$ cat src/rtl/pmc_pkg.sv
package pmc_pkg;
  typedef enum logic [1:0] {
    PM_ACTIVE = 2'b00,
    PM_NAP    = 2'b01,
    PM_SLEEP  = 2'b10,
    PM_SETTLE = 2'b11
  } pm_mode_e;
endpackage

$ cat src/rtl/pmc_edge_sync.sv
// Brings an asynchronous level into the clock domain through a flop chain
// and raises a one-cycle pulse on each rising edge.
module pmc_edge_sync #(
  parameter int STAGES = 2
) (
  input  logic clk,
  input  logic rst_n,
  input  logic async_i,
  output logic rise_o
);
  logic [STAGES-1:0] chain_q;
  logic              last_q;

  generate
    for (genvar i = 0; i < STAGES; i++) begin : g_stage
      always_ff @(posedge clk or negedge rst_n) begin
        if (!rst_n) chain_q[i] <= 1'b0;
        else if (i == 0) chain_q[i] <= async_i;
        else chain_q[i] <= chain_q[(i > 0) ? i - 1 : 0];
      end
    end
  endgenerate

  always_ff @(posedge clk or negedge rst_n) begin
    if (!rst_n) last_q <= 1'b0;
    else        last_q <= chain_q[STAGES-1];
  end

  assign rise_o = chain_q[STAGES-1] & ~last_q;
endmodule

$ cat src/rtl/pmc_strobe_count.sv
// Counts strobe edges since the last serial clock edge; saturates at LIMIT.
module pmc_strobe_count #(
  parameter int LIMIT = 4,
  localparam int W = $clog2(LIMIT + 1)
) (
  input  logic         clk,
  input  logic         rst_n,
  input  logic         inc_i,
  input  logic         clr_i,
  output logic [W-1:0] count_o
);
  always_ff @(posedge clk or negedge rst_n) begin
    if (!rst_n) begin
      count_o <= '0;
    end else if (clr_i) begin
      count_o <= inc_i ? W'(1) : '0;
    end else if (inc_i && count_o != W'(LIMIT)) begin
      count_o <= count_o + W'(1);
    end
  end
endmodule

$ cat src/rtl/pmc_settle_timer.sv
// One-shot down counter: done_o marks the last of CYCLES cycles after start_i.
module pmc_settle_timer #(
  parameter int CYCLES = 100000,
  localparam int W = (CYCLES > 1) ? $clog2(CYCLES) : 1
) (
  input  logic clk,
  input  logic rst_n,
  input  logic start_i,
  output logic done_o
);
  logic [W-1:0] remain_q;
  logic         running_q;

  always_ff @(posedge clk or negedge rst_n) begin
    if (!rst_n) begin
      remain_q  <= '0;
      running_q <= 1'b0;
    end else if (start_i) begin
      remain_q  <= W'(CYCLES - 1);
      running_q <= 1'b1;
    end else if (running_q) begin
      if (remain_q == '0) running_q <= 1'b0;
      else                remain_q  <= remain_q - W'(1);
    end
  end

  assign done_o = running_q && (remain_q == '0);
endmodule

$ cat src/rtl/pwr_mode_ctrl.sv
module pwr_mode_ctrl
  import pmc_pkg::*;
#(
  parameter int SYNC_STAGES   = 2,
  parameter int NAP_EDGES     = 2,
  parameter int SLEEP_EDGES   = 4,
  parameter int SETTLE_CYCLES = 100000
) (
  input  logic       clk,
  input  logic       rst_n,
  input  logic       conv_start_i,
  input  logic       ser_clk_i,
  output logic [1:0] mode_o,
  output logic       core_en_o,
  output logic       ref_en_o,
  output logic       ready_o
);
  localparam int CNT_W = $clog2(SLEEP_EDGES + 1);

  logic             conv_rise, sclk_rise;
  logic [CNT_W-1:0] strobe_cnt;
  logic             settle_start, settle_done;
  pm_mode_e         state_q, state_d;

  pmc_edge_sync #(.STAGES(SYNC_STAGES)) u_conv_sync (
    .clk(clk), .rst_n(rst_n), .async_i(conv_start_i), .rise_o(conv_rise)
  );

  pmc_edge_sync #(.STAGES(SYNC_STAGES)) u_sclk_sync (
    .clk(clk), .rst_n(rst_n), .async_i(ser_clk_i), .rise_o(sclk_rise)
  );

  pmc_strobe_count #(.LIMIT(SLEEP_EDGES)) u_count (
    .clk(clk), .rst_n(rst_n), .inc_i(conv_rise), .clr_i(sclk_rise),
    .count_o(strobe_cnt)
  );

  pmc_settle_timer #(.CYCLES(SETTLE_CYCLES)) u_settle (
    .clk(clk), .rst_n(rst_n), .start_i(settle_start), .done_o(settle_done)
  );

  always_comb begin
    state_d      = state_q;
    settle_start = 1'b0;
    case (state_q)
      PM_ACTIVE: begin
        if (!sclk_rise) begin
          if (strobe_cnt == CNT_W'(SLEEP_EDGES))     state_d = PM_SLEEP;
          else if (strobe_cnt >= CNT_W'(NAP_EDGES))  state_d = PM_NAP;
        end
      end
      PM_NAP: begin
        if (sclk_rise)                                state_d = PM_ACTIVE;
        else if (strobe_cnt == CNT_W'(SLEEP_EDGES))   state_d = PM_SLEEP;
      end
      PM_SLEEP: begin
        if (sclk_rise) begin
          state_d      = PM_SETTLE;
          settle_start = 1'b1;
        end
      end
      PM_SETTLE: begin
        if (settle_done) state_d = PM_ACTIVE;
      end
      default: state_d = PM_ACTIVE;
    endcase
  end

  always_ff @(posedge clk or negedge rst_n) begin
    if (!rst_n) state_q <= PM_ACTIVE;
    else        state_q <= state_d;
  end

  assign mode_o    = state_q;
  assign core_en_o = (state_q == PM_ACTIVE) || (state_q == PM_SETTLE);
  assign ref_en_o  = (state_q != PM_SLEEP);
  assign ready_o   = (state_q == PM_ACTIVE);
endmodule

$ cat config.mk
export PLATFORM = sky130hd
export DESIGN_NAME = pwr_mode_ctrl
export DESIGN_NICKNAME = d
export VERILOG_FILES = /design/src/rtl/pmc_pkg.sv /design/src/rtl/pmc_edge_sync.sv /design/src/rtl/pmc_strobe_count.sv /design/src/rtl/pmc_settle_timer.sv /design/src/rtl/pwr_mode_ctrl.sv
export SDC_FILE = /design/constraint.sdc
export NUM_CORES = 1
export LEC_CHECK = 0
export ABC_AREA = 1
export BUFFER_PORTS_ARGS = -buffer_cell sky130_fd_sc_hd__buf_4
export CORE_MARGIN = 5
export CORE_UTILIZATION = 45
export CTS_CLUSTER_SIZE = 10
export DETAILED_ROUTE_END_ITERATION = 8
export SLEW_MARGIN = 20
export SYNTH_ARGS = -nofsm -noshare
export SYNTH_HDL_FRONTEND = slang
export SYNTH_SLANG_ARGS = --single-unit
$ cat constraint.sdc
create_clock -name clk -period 4.41 [get_ports clk]
set_clock_uncertainty 0.2 [all_clocks]
set_input_delay 0.6615 -clock clk [delete_from_list [all_inputs] [get_ports clk]]
set_output_delay 0.6615 -clock clk [all_outputs]
set_load 0.1 [all_outputs]
== Word level (Yosys, flattened, before mapping) ==
Index checks and enable logic that the tools add are counted.
Cells by class
  muxes and demuxes: 19
  $lt $le $gt $ge: 1
  eq/ne operators: 12
  reductions and logical operators: 9
  bitwise operators: 4
  $add $sub $neg: 2
Operators by type and width (count)
  $mux W17: 3
  $logic_not A17 Y1: 1
  $sub A17 B1 Y17 const B: 1
  $mux W2: 7
  $ne A2 B2 Y1 const B: 5
  $pmux W2 S4: 1
  $mux W1: 6
  $mux W3: 2
  $ne A3 B3 Y1 const B: 2
  $reduce_and A5 Y1: 1
  $eq A2 B2 Y1 const B: 2
  $reduce_bool A2 Y1: 2
  $add A3 B1 Y3 const B: 1
  $eq A3 B3 Y1 const B: 1
  $ge A3 B2 Y1 const B: 1
  $ne A3 B1 Y1 const B: 1
  $and A1 B1 Y1: 2
  $eq A2 B1 Y1 const B: 1
  $logic_and A1 B1 Y1: 2
  $logic_not A2 Y1: 1
  $not A1 Y1: 2
  $reduce_and A2 Y1: 1
  $logic_or A1 B1 Y1: 1
Storage, ports and cells
  input port bits: 4
  flip-flop bits (word level): 29

== Depth between registers and ports, before layout ==
Gate-level depths: netlist (run 1).
  depth in word-level cells: 6
  mapped depth: 13

== Hierarchy ==
From an unflattened synthesis (run 1), not the netlist that was laid out.
Unflattened totals
  cell total of the unflattened synthesis: 259
  area total of the unflattened synthesis: 1816.7 sq um
Modules (own cells, without submodules)
  pmc_settle_timer: cells an instance 179, seq. area each 450.4 sq um, instances 1, area each 1181.1 sq um
  pwr_mode_ctrl: cells an instance 43, seq. area each 50.0 sq um, instances 1, area each 271.5 sq um
  pmc_strobe_count: cells an instance 27, seq. area each 75.1 sq um, instances 1, area each 193.9 sq um
  pmc_edge_sync: cells an instance 5, seq. area each 75.1 sq um, instances 2, area each 85.1 sq um

== Worst setup path after synthesis (run 1) ==
OpenSTA, ideal clock, no wires.
  path kind: register -> register
  start: register state_q[0] (netlist: mode_o[0])
  end: register u_settle.remain_q[15]
  slack: 1199 ps
  arrival time: 2894 ps
  required time: 4094 ps
  period minus slack after synthesis: 3211 ps
  cell stages (with the launch flop): 10
  library setup time: 116 ps
  path through: dfrtp_1 -> inv_1 -> ha_1 -> inv_1 -> nor2_1 -> inv_1 -> clkbuf_1 -> nand3_1 -> nand2_1 -> nand2_1
Between the ends
  longest elaborated chain between the ends: 4
  elaborated cells between the ends (all ways): 6
  classes of those cells: eq/ne: 2; mux: 2; reduce/logical: 2
RTL lines
  from (decl): RTL line pwr_mode_ctrl.sv:23  | pm_mode_e state_q, state_d;
  from (signal assigned): RTL line pwr_mode_ctrl.sv:71  | else state_q <= state_d;
  $eq A2 B2 Y1 *: RTL line pwr_mode_ctrl.sv:45  | case (state_q)
  $mux W1 *: RTL line pwr_mode_ctrl.sv:45
  $ne A2 B2 Y1 (no source line) / $reduce_bool A2 Y1 (equally long branches)
  $reduce_and A2 Y1 (no source line)
  to (signal assigned): RTL line pmc_settle_timer.sv:19  | remain_q <= W'(CYCLES - 1);
  to (signal assigned): RTL line pmc_settle_timer.sv:23  | else remain_q <= remain_q - W'(1);
  to (decl): RTL line pmc_settle_timer.sv:11  | logic [W-1:0] remain_q;
Mark *: on every way between the ends. The rest lies on a longest branch, timed or not.
A chain may end at the register's enable or synchronous reset.

== Final worst setup path (run 1) ==
  start: register state_q[0] (netlist: mode_o[0])
  end: output port ref_en_o
Between the ends
  longest elaborated chain between the ends: 1
RTL lines
  $ne A2 B2 Y1: RTL line pwr_mode_ctrl.sv:76  | assign ref_en_o = (state_q != PM_SLEEP);
  to (decl): RTL line pwr_mode_ctrl.sv:15  | output logic ref_en_o,
No other way between the ends.

==> summary.md, run 1 <==
| Metric | Value |
|---|---|
| Clock Sinks | `29` |
| Worst setup startpoint | `mode_o[0]` |
| Count leader, synth | `nand2_1` |
| CTS Hold Bufs | `0` |
| Post-Syn Nets | `roughly 250` |
| # diodes | `0` |
| Post-CTS Setup Bufs | `0` |
| Max-cap viol count | `0` |
| Seq pwr share | `between 20% and 30%` |
| Nets | `between 200 and 300` |
| Async S/R FF share, synth | `100%` |
| Setup TNS Final | `0 ns` |
| Worst EP required | `approximately 3.6 ns` |
| Most used DFF post-synth | `dfrtp_1` |
| Initial Util | `between 40% and 50%` |
| Part of the power in combinational logic | `56.5%` |
| Multi-input gate area | `887 um^2` |
| Non-Filler Instances | `~300` |
| H-tree depth | `2` |
| Worst-Margin Slew | `roughly 0.7 ns` |
| Placer Congestion | `around 0.82` |
| Vias | `around 1.4k` |
| CP max FO | `5` |
| Yosys reg bits | `29` |
| Fillers | `approximately 380` |
| Netlist cell types | `24` |
| Detailed Route WL | `roughly 3500 um` |
| Share of the synthesized area in the top cell type | `between 40% and 50%` |
| IO Pins | `9` |
| Synth cell count leaders | `nand2_1 (80), inv_1 (30), dfrtp_1 (29)` |
| DRT iter0 DRCs | `57` |
| 1st-pass router iterations | `5` |
| Post-synth EDFFs | `0` |
| Cells after Synth | `roughly 240` |
| Yosys warnings | `0` |
| CTS tree | `built` |
| Avg Cell Area, Syn | `approximately 7.4 um^2` |
| Root buffer cell | `clkbuf_8` |
| RSZ-0062 raised after global routing | `no` |
| Worst R2R Start | `mode_o[0]` |
| Reg area | `approximately 730 um^2` |
| CTS Buf Count | `5` |
| Vias in the first global route | `around 1.3k` |
| Startpoint type of the worst setup path | `flip-flop` |
| Peak supply drop | `roughly 0.31 mV` |
| Sw power | `0.000832 W` |
| Sw Share | `between 50 and 60%` |
| Die span in x | `between 70 and 80 um` |
| Vert. Die Dim | `a little over 70 um` |
| Synth area leaders | `dfrtp_1 (41%), nand2_1 (17%), ha_1 (7.1%)` |
| WL/cell | `11.6 um` |
| CTS Buffer Depth | `2` |
| Placed cell count | `290` |
| Crit path kind | `flip-flop to output port` |
| Core area | `approximately 0.0037 mm^2` |
| Synth area leader | `dfrtp_1` |
| Largest net degree at the start of global routing | `30` |
| Status | `finished, final reports clean` |
| CTS resizes | `0` |
| First-pass GRT wire length | `roughly 6100 um` |
| Post-synthesis cell area | `~0.0018 mm^2` |
| Clk pwr share | `between 10% and 20%` |
| Clock latency on the worst-skew pair | `around 0.28 ns` |
| Hpwl dp | `about 2500 um` |
| Fraction of layout instances using a drive strength above 1 | `between 10% and 20%` |
| Int Pwr | `roughly 0.00074 W` |
| Post-layout min period | `2.29 ns` |
| Vias per cell | `between 4 and 5` |
| FP Rows | `22` |
| Lkg Pwr | `between 1 and 1.5 nW` |
| Slew Limit Fails | `0` |
| Initial antenna violation count | `0` |
| Post-DRT Antenna Nets | `0` |
| All-Layer GR Usage | `between 10% and 20%` |
| # DRC | `0` |
| P&R area growth vs syn | `10.5%` |
| Clk slew on worst S/H paths | `~0.070 ns` |
| GRT overflow | `0` |
| Fin crit share | `between 50% and 60%` |
| PwrDens | `811 mW/mm^2` |
| Final Hold Vio Count | `0` |
| Setup violators final | `0` |
| Die area | `about 0.0053 mm^2` |
| Critical path data arrival time | `approximately 1.4 ns` |
| Port Buf Inserts | `8` |
| Crit end category | `output port` |
| Seq/Total Area, Yosys | `41.3%` |
| Fmax | `approximately 440 MHz` |
| Hold Path Class | `input port to async pin` |
| Slew headroom | `a little over half` |
[cells in the final DEF, fill, tap and decap left out, drive strengths merged, types with 2 or more instances in the layout]
cell type  count
nand2         83
nand4          7
a21oi          4
nand3b         2
clkinvlp       3
inv           30
xnor2          2
ha            10
buf            8
nor2          27
clkbuf         5
dfrtp         29
o21ai         10
nand3         21
or2            4
[flip-flops by register name, indices dropped and copies added (netlist names)]
signal	count
u_sclk_sync.chain_q	2
u_conv_sync.chain_q	2
u_settle.remain_q	17
mode_o	2
u_conv_sync.last_q	1
u_settle.running_q	1
u_sclk_sync.last_q	1
u_count.count_o	3
[per-layer routing]
metal	wire length, um	global-route usage (%)	vias up	part of all wire [%]
met1	1800	22.3	640	52
li1	-	-	767	-
met4	35	3.69	0	1.0
met5	0	0	-	0
met2	1480	21.1	24	43
met3	151	3.74	4	4.4
[final cells by class]
cell class	count	share of cell area [%]
timing repair buffer	8	3.09
multi-input combinational	174	45.7
sequential	29	37.4
tap	48	3.09
clock inverter	3	1.16
clock buffer	5	3.54
inverter	31	6.06
[worst max-delay path, stage by stage (launching register included)]
cell     delay [ns]
dfrtp_1        0.42
inv_1          0.10
ha_1           0.20
inv_1          0.11
buf_4          0.31
[final timing paths]
kind / slack [ns] / to / cells past startpoint
setup / recovery: 2.12 / ref_en_o / 4
hold / removal: 0.09 / u_count.count_o[2] / 1
setup reg to reg: 2.21 / u_settle.remain_q[14] / 9
hold reg to reg: 0.15 / u_sclk_sync.chain_q[1] / 0
max in group asynchronous: 3.64 / u_settle.remain_q[10] / 1
min in group clk: 0.15 / u_sclk_sync.chain_q[1] / 0
[power groups by stage]
stage               registers, W  clock network (W)  logic (W)
floorplan               0.000498                  0   0.000696
global placement        0.000464                  0   0.000892
detailed placement      0.000465                  0   0.000896
CTS                     0.000460           0.000232   0.000900
global route            0.000475           0.000245    0.00102
finish                  0.000460           0.000224   0.000890
[cells by family (layout without fill, tap and decap cells)]
logic type,count (synthesis),after routing,synth area share [%]
buffers and inverters,34,47,8.19
DFF,29,29,41.3
adders and majority gates,10,10,7.12
xor gates and xnor gates,2,2,0.997
AOI/OAI and AO/OA,18,18,6.70
and+or+nand+nor,144,144,35.7
[stage by stage]
stage,util [%],hold WS (ns),setup WS (ns),cell area [um^2],power [W]
3_3_place_gp,49.8,0.135,2.22,1850,0.00136
2_1_floorplan,-,0.131,1.20,1760,0.00119
4_1_cts,52.3,0.104,2.08,1940,0.00159
3_5_place_dp,49.8,0.139,2.16,1850,0.00136
5_1_grt,52.3,0.124,1.92,1940,0.00174
6_report,52.3,0.0887,2.12,1940,0.00157
Note: power is estimated with default switching activity, not from simulation.
==> run 2, diff against run 1 <==
clock period = 2.4 ns   (was 4.41 ns; I/O delays follow)
==> summary.md, run 2 (same netlist as run 1, synthesis figures left out) <==
| Metric | Value |
|---|---|
| Status | `finished, final reports clean` |
| Vias per cell | `4.78 (-0.77%)` |
| Initial antenna violation count | `0 (unchanged)` |
| 1st-pass router iterations | `4 (-1)` |
| CTS resizes | `0 (unchanged)` |
| Die span in x | `72.5 um (unchanged)` |
| Post-DRT Antenna Nets | `0 (unchanged)` |
| Worst EP required | `2.37 ns (-1.18 ns)` |
| Detailed Route WL | `3480 um (+0.49%)` |
| Worst Reg-to-Reg Cells | `9 (unchanged)` |
| Crit-path slowest cell | `dfrtp_4` |
| CTS Buffer Depth | `2 (unchanged)` |
| Vert. Die Dim | `72.5 um (unchanged)` |
| Fraction of layout instances using a drive strength above 1 | `15.7% (+2.9 points)` |
| Most common cell after layout, fill and taps aside | `nand2_1` |
| Hpwl dp | `2520 um (-1.1%)` |
| Clk slew on worst S/H paths | `0.06 ns (about the same)` |
| CP max FO | `16 (+11)` |
| Core area | `0.00372 mm^2 (unchanged)` |
| Nets | `267 (+1.5%)` |
| Largest net degree at the start of global routing | `30 (unchanged)` |
| Initial Util | `47.3% (unchanged)` |
| Crit path kind | `flip-flop to flip-flop` |
| # diodes | `0 (unchanged)` |
| First-pass GRT wire length | `6160 um (+0.23%)` |
| Hold depth | `0` |
| Final instance area | `0.00204 mm^2 (+5.2%)` |
| Die area | `0.00525 mm^2 (unchanged)` |
| Peak supply drop | `0.536 mV (+72%)` |
| DRT iter0 DRCs | `65 (+14%)` |
| Top Family by Delay on Critical Path | `buffers and inverters` |
| # DRC | `0 (unchanged)` |
| Worst-Margin Slew | `0.379 ns (-0.304 ns)` |
| Post-CTS Setup Bufs | `0 (unchanged)` |
| Startpoint type of the worst setup path | `flip-flop` |
| Setup violators final | `0 (unchanged)` |
| Hold Path Class | `flip-flop to flip-flop` |
| Fin crit share | `a little over four fifths` |
| GRT overflow | `0 (unchanged)` |
| PwrDens | `1500 mW/mm^2 (+85%)` |
| Clock Sinks | `29 (unchanged)` |
| Placed cell area | `0.00189 mm^2 (+2.2%)` |
| Lkg Pwr | `1.05 nW (+3.3%)` |
| Most frequent cells in the layout | `nand2_1 (80), inv_1 (27), dfrtp_1 (27)` |
| Clock latency on the worst-skew pair | `0.28 ns (about the same)` |
| IO Pins | `9 (unchanged)` |
| Post-layout min period | `2.02 ns` |
| RSZ-0062 raised after global routing | `no` |
| Crit end category | `flip-flop` |
| Final Hold Vio Count | `0 (unchanged)` |
| Fmax | `approximately 500 MHz` |
| Slew Limit Fails | `0 (unchanged)` |
| Vias | `1443 (+0.56%)` |
| Worst setup margin | `0.385 ns (-1.73 ns)` |
| Slew headroom | `74.7% (+20 points)` |
| Placed cell count | `291 (+0.34%)` |
| Vias in the first global route | `1363 (+4.1%)` |
| WL/cell | `11.5 um (-0.84%)` |
| CTS Hold Bufs | `3 (+3)` |
| Setup TNS Final | `0 ns (unchanged)` |
| Largest Register | `u_settle.remain_q` |
| Crit-path max cell delay | `0.50 ns (+0.08 ns)` |
| H-tree depth | `2 (unchanged)` |
| CTS tree | `built` |
| Max reg flops | `17 (unchanged)` |
| Root buffer cell | `clkbuf_8` |
| Buf/Inv on CP | `4 (+1)` |
| All-Layer GR Usage | `15.1% (+0.22 points)` |
| Placer Congestion | `0.815 (-0.69%)` |
| Non-Filler Instances | `302 (+1.3%)` |
| Place WS | `0.378 ns (-1.78 ns)` |
| Critical Path Stages | `9 (+5)` |
| Top Registers | `u_settle.remain_q x17, u_count.count_o x3` |
| Critical path data arrival time | `1.98 ns (+0.55 ns)` |
| Port Buf Inserts | `8 (unchanged)` |
| P&R area growth vs syn | `16.2%` |
| CTS Buf Count | `5 (unchanged)` |
| Most used cell, CP | `nand2_1` |
| Max-cap viol count | `0 (unchanged)` |
| Worst-path cell chain | `inv_2 > ha_4 > clkinvlp_4 > nor2_4 > inv_4 > nand2_4 > clkinv_2 > nand2_1 > nand2_1` |
| FP Rows | `22 (unchanged)` |
[run 2: cell count changes in the layout (fill, tap and decap cells not counted), moves of 2 or more]
cell           change
inv_1              -3
dfrtp_4            +2
dfrtp_1            -2
dlygate4sd3_1      +3
[run 2: layout make-up]
| cell class | count | area [um^2] |
|---|---|---|
| Inverter | 31 | 124 |
| Sequential cell | 29 | 733 |
| Multi-Input combinational cell | 174 | 907 |
| Fill cell | 368 | 1670 |
| Clock inverter | 2 | 37.5 |
| Clock buffer | 6 | 82.6 |
| Tap cell | 48 | 60.1 |
| Timing Repair Buffer | 12 | 97.6 |
[run 2: layer usage]
| metal | track usage, % | share of wire (%) |
|---|---|---|
| met1 | 21.0 | 53 |
| met2 | 22.6 | 41 |
| met3 | 4.57 | 5.5 |
| met4 | 4.10 | 0.63 |
| met5 | 0 | 0 |
[run 2: final timing paths]
path | from | to | slack, ns
worst min register to register | u_sclk_sync.chain_q[0] | u_sclk_sync.chain_q[1] | 0.15
worst max register to register | mode_o[0] | u_settle.remain_q[8] | 0.38
max in group asynchronous | rst_n | mode_o[0] | 1.35
worst max-delay path | mode_o[0] | u_settle.remain_q[8] | 0.38
min in group asynchronous | rst_n | u_settle.remain_q[14] | 0.34
worst min-delay path | u_sclk_sync.chain_q[0] | u_sclk_sync.chain_q[1] | 0.15
[run 2: stage by stage]
step	util [%]	hold slack [ns]	power (W)
floorplan	-	-0.136	0.00223
global placement	50.9	0.112	0.00255
detailed placement	50.9	0.114	0.00255
CTS	54.9	0.155	0.00310
global route	54.9	0.172	0.00335
finish	54.9	0.151	0.00307
[run 2: power by group]
part	switching (W)	internal (W)	leakage [nW]
Clock	0.000194	0.000337	0.0574
Combinational	0.00116	0.000519	0.639
Sequential	0.000183	0.000676	0.358
Total	0.00153	0.00153	1.05
